## src/rtl/swallow_gate.sv

```systemverilog
module swallow_gate #(
  parameter int CW   = 4,
  parameter int TERM = 9
) (
  input  logic          clk,
  input  logic          srst,
  input  logic          ref_pulse,
  input  logic          frac_req,
  input  logic [CW-1:0] preset_n,
  output logic          swallow_n
);
  localparam logic [CW-1:0] TERM_V = CW'(TERM);

  logic [2:0]    ref_sh, frac_sh;
  logic [CW-1:0] cnt;
  logic          pend;

  wire           load  = ref_sh[1] & ~ref_sh[2];
  wire           fedge = frac_sh[1] & ~frac_sh[2];
  wire [CW-1:0]  n_cl  = (preset_n > TERM_V) ? TERM_V : preset_n;
  wire [CW-1:0]  start = n_cl + CW'(pend | fedge);

  always_ff @(posedge clk) begin
    if (srst) begin
      ref_sh  <= '0;
      frac_sh <= '0;
    end else begin
      ref_sh  <= {ref_sh[1:0], ref_pulse};
      frac_sh <= {frac_sh[1:0], frac_req};
    end
  end

  always_ff @(posedge clk) begin
    if (srst) begin
      cnt       <= '0;
      pend      <= 1'b0;
      swallow_n <= 1'b1;
    end else if (load) begin
      cnt       <= start;
      pend      <= 1'b0;
      swallow_n <= (start > TERM_V);
    end else begin
      if (fedge) pend <= 1'b1;
      if (!swallow_n) begin
        if (cnt == TERM_V) swallow_n <= 1'b1;
        else               cnt <= cnt + 1'b1;
      end
    end
  end
endmodule


```

## config.mk

```make
export PLATFORM = sky130hd
export DESIGN_NAME = swallow_gate
export DESIGN_NICKNAME = d
export VERILOG_FILES = /design/src/rtl/swallow_gate.sv
export SDC_FILE = /design/constraint.sdc
export NUM_CORES = 1
export LEC_CHECK = 0
export BUFFER_PORTS_ARGS = -buffer_cell sky130_fd_sc_hd__buf_2
export CAP_MARGIN = 20
export CORE_ASPECT_RATIO = 1.2
export CORE_MARGIN = 2
export CORE_UTILIZATION = 25
export CTS_CLUSTER_SIZE = 24
export DETAILED_ROUTE_END_ITERATION = 7
export SLEW_MARGIN = 25
export SYNTH_ARGS = -nofsm -noshare
export SYNTH_HDL_FRONTEND = slang
export SYNTH_SLANG_ARGS = --single-unit
```

## constraint.sdc

```tcl
create_clock -name clk -period 2.1 [get_ports clk]
set_input_delay 0.63 -clock clk [delete_from_list [all_inputs] [get_ports clk]]
set_output_delay 0.63 -clock clk [all_outputs]
set_load 0.05 [all_outputs]
```

### After elaboration in Yosys (flattened, before gate mapping)

Cells that the tools add are included.

* multiplexer cells: 7
* order comparisons: 2
* add/sub/neg operators: 2
* reductions and logical operators: 2
* bitwise operators: 5
* equal/unequal tests: 3

Operators with widths (number)
* $mux W4: 4
* $gt A4 B4 Y1 const B: 2
* $add A4 B1 Y4: 1
* $add A4 B1 Y4 const B: 1
* $eq A4 B4 Y1 const B: 1
* $mux W1: 3
* $and A1 B1 Y1: 2
* $ne A2 B1 Y1 const B: 1
* $ne A2 B2 Y1 const B: 1
* $not A1 Y1: 2
* $reduce_and A2 Y1: 1
* $reduce_or A2 Y1: 1
* $or A1 B1 Y1: 1

* register bits after elaboration: 12
* bits of input ports: 8
* output and inout bits: 1
* logic and storage cells: 26

### Logic depth before layout (Yosys ltp)

* depth after elaboration: 6
* mapped depth: 7
* mapped depth without buffers: 7

### Worst setup path before layout

Ideal clock, no wire load.

* path type: input to register
* from: in preset_n[2]
* to: reg swallow_n
* setup time: 0.095 ns
* required time: 2.005 ns
* slack: 0.206 ns
* buffers on the path: 0
* arrival time: 1.799 ns
* stages: 7
* cells stage by stage: o21ai_0 -> nand2b_1 -> ha_1 -> ha_1 -> nor2b_1 -> mux2_2 -> o311ai_1

* word-level cells in the longest chain between the ends: 5

Ends and longest elaborated chain
* start: declaration: RTL line 9 `input logic [CW-1:0] preset_n,`
* $gt A4 B4 Y1: RTL line 20 `wire [CW-1:0] n_cl = (preset_n > TERM_V) ? TERM_V : preset_n;`
* $mux W4 *: RTL line 20
* $add A4 B1 Y4 *: RTL line 21 `wire [CW-1:0] start = n_cl + CW'(pend | fedge);`
* $gt A4 B4 Y1 *: RTL line 41 `swallow_n <= (start > TERM_V);`
* $mux W1 *: RTL line 38 `end else if (load) begin`
* end signal: assignment: RTL line 41
* end: declaration: RTL line 10 `output logic swallow_n`

Mark *: on every way between the ends. The rest lies on a longest branch, timed or not.
A chain may end at the register's enable or synchronous reset.

### Worst setup path in the final report

Same ends and word-level chain as after synthesis.

==> flow_summary_export.csv <==
group,metric,value,unit
global_routing,grt_max_degree,11,
placement,place.gp.congestion,0.6663,
floorplanning,die_w,47.42,µm
clocking,clkSinkCount,12,
worst_setup_path,critPathLaunchType,"primary input",
timing,finClkSkew,6.939,ps
synth,synth.distinct_cells,24,
synth,ys_ff_latch,12,
clocking,htree_levels,1,
clocking,cts_setup_buffers,0,
worst_setup_path,worstPathArrival,2030,ps
global_routing,grt_pass1_vias,440,
routing,drc,0,
placement,port_buffers,8,
clocking,tritoncts,"yes",
routing,dr.pass1.iters,4,
worst_setup_path,endpoint_kind,"flop",
floorplanning,pin_count,9,
global_routing,overflow,0,
run_status,status,"finished clean",
synth,ys_top_cells_by_area,"dfxtp_1 (42%), nor2b_1 (11%), ha_1 (8.8%)",
clocking,cts.clk_slew.worst_paths,80,ps
timing,rsz0062_at_grt,"false",
worst_setup_path,critPathRequiredTime,2280,ps
floorplanning,fp.dieArea,2660,µm²
routing,ant_nets,0,
global_routing,antenna_found_initial,0,
cells_and_area,area_growth,20.80,%
timing,slew_viol_final,0,
power_and_ir_drop,powerDensity,718.9,nW/µm²
routing,wire_per_inst,10.01,µm
synth,syn_area_per_cell,9.585,µm²
floorplanning,rows,18,
worst_hold_path,hp-class,"reg -> reg",
timing,finalSetupViolCount,0,
clocking,cts_buffers,3,
power_and_ir_drop,total_power,0.4911,mW
routing,via_per_inst,4.525,
timing,fin_ws,247.4,ps
placement,dpl-instance-area,646.9,µm²
worst_setup_path,crit_type,"in -> reg",
floorplanning,fp.coreArea,2095,µm²
timing,hold_viol_final,0,
clocking,cts_resized,0,
timing,whs,438.6,ps
timing,fmax,0.5398,GHz
timing,fin_crit,1853,ps
worst_setup_path,rr_worst_depth,7,
worst_hold_path,hold_path_depth,1,
routing,num_vias,457,
run,cap_violations,0,
worst_setup_path,cp_max_fo,3,
global_routing,grt_pass1_wl,1773,µm
synth,yosysSeqAreaShare,42.48,%
synth,yosysTopAreaCellShare,42.48,%
routing,wirelength,1011,µm
cells_and_area,layout-drive-gt1-share,19.72,%
synth,synth_area,565.5,µm²
cells_and_area,final_area,683.2,µm²
power_and_ir_drop,leakagePower,0.2897,nW
placement,dp_slack,-54.11,ps
synth,syn-num-nets,71,
placement,place_hpwl,754.3,µm
cells_and_area,diodes,0,
clocking,cts_hold_buffers,0,
clocking,clockBufferDepth,2,
floorplanning,die_h,56.10,µm
synth,yosysTopAreaCell,"dfxtp_1",
clocking,root_buffer,"clkbuf_4",
floorplanning,initial_core_util,27.00,%
timing,relSlewSlack,81.78,%
power_and_ir_drop,ir_drop,0.0004593,V
synth,synth_cells,59,
routing,drt_iter0_markers,6,
timing,tightest_slew,272.7,ps
synth,yosysWarnings,0,
clocking,insertion_delay,280,ps
timing,post-route-period-util,88.22,%
global_routing,grt_usage,9.102,%
cells_and_area,final_nets,84,
==> cell usage after synthesis <==
| cell type | n |
|---|---|
| a211o_1 | 1 |
| a21o_1 | 2 |
| a21oi_1 | 2 |
| a221oi_1 | 1 |
| a31oi_1 | 2 |
| and3_1 | 1 |
| and3b_1 | 1 |
| clkbuf_1 | 1 |
| dfxtp_1 | 12 |
| ha_1 | 4 |
| inv_1 | 3 |
| mux2_2 | 1 |
| nand2b_1 | 3 |
| nand3_1 | 2 |
| nand4b_1 | 1 |
| nor2_1 | 2 |
| nor2b_1 | 10 |
| o2111ai_1 | 1 |
| o21ai_0 | 4 |
| o311ai_1 | 1 |
| or3_1 | 1 |
| or4b_1 | 1 |
| xnor2_1 | 1 |
| xor2_1 | 1 |
==> cells in the final DEF, fill, tap and decap left out, types with 2 or more instances in the layout <==
cell	synthesis	layout
a21oi_1	2	2
nand2b_1	3	3
a31oi_1	2	2
inv_1	3	3
o21ai_0	4	4
nor2_1	2	2
a21o_1	2	2
ha_1	4	4
buf_2	0	8
clkbuf_4	0	3
nand3_1	2	2
nor2b_1	10	10
dfxtp_1	12	12
==> report_power, final <==
group,switching [mW],internal [mW],leakage [nW]
logic,0.0284,0.0276,0.170
registers,0.00880,0.239,0.0985
clock network,0.0823,0.105,0.0210
total,0.119,0.372,0.290
==> registers in the layout (all words and copies together), names as in the netlist <==
register,count
swallow_n,1
cnt,4
pend,1
ref_sh,3
frac_sh,3
==> routing by layer <==
layer / up-vias / part of all wire (%) / track usage [%]
met3: 2 / 4.4 / 2.922
li1: 236 / - / -
met5: - / 0 / 0
met2: 9 / 47 / 13.32
met4: 0 / 0.99 / 3.571
met1: 210 / 47 / 12.01
==> path summary, 6_finish.rpt <==
check              start  slack, ps    endpoint
max          preset_n[2]        250   swallow_n
min           frac_sh[0]        440  frac_sh[1]
max reg2reg   frac_sh[2]        390   swallow_n
min reg2reg   frac_sh[0]        440  frac_sh[1]
==> kinds of logic (layout without fill, tap and decap cells) <==
family	after synthesis	after routing	synth area share (%)
simple gates	22	22	24.56
compound gates	14	14	16.37
flops	12	12	42.48
fa+ha+maj	4	4	8.850
buf+inv	4	16	2.654
xor+xnor	2	2	3.098
mux	1	1	1.991
==> critical path: stages <==
cell and delay, ps:
buf_2 110, o21ai_0 150, nand2b_1 80, ha_1 190, ha_1 320, nor2b_1 50
mux2_2 260, o311ai_1 240
==> metrics by stage <==
step / cells / setup TNS, ps / util (%)
2_1_floorplan: 59 / 0 / -
6_report: 101 / 0 / 32.62
5_1_grt: 101 / 0 / 32.62
3_5_place_dp: 97 / -54.11 / 30.88
4_1_cts: 101 / 0 / 32.62
3_3_place_gp: 97 / 0 / 30.88
==> area by class of cell <==
| type | count | area, µm² |
|---|---|---|
| well taps | 30 | 37.54 |
| fillers | 214 | 1411 |
| clock buffers | 4 | 36.28 |
| repair buffers | 9 | 47.55 |
| flip-flops and latches | 12 | 240.2 |
| multi-input cells | 43 | 310.3 |
| inverters | 3 | 11.26 |
No activity file was read; power rests on OpenSTA's default activity.
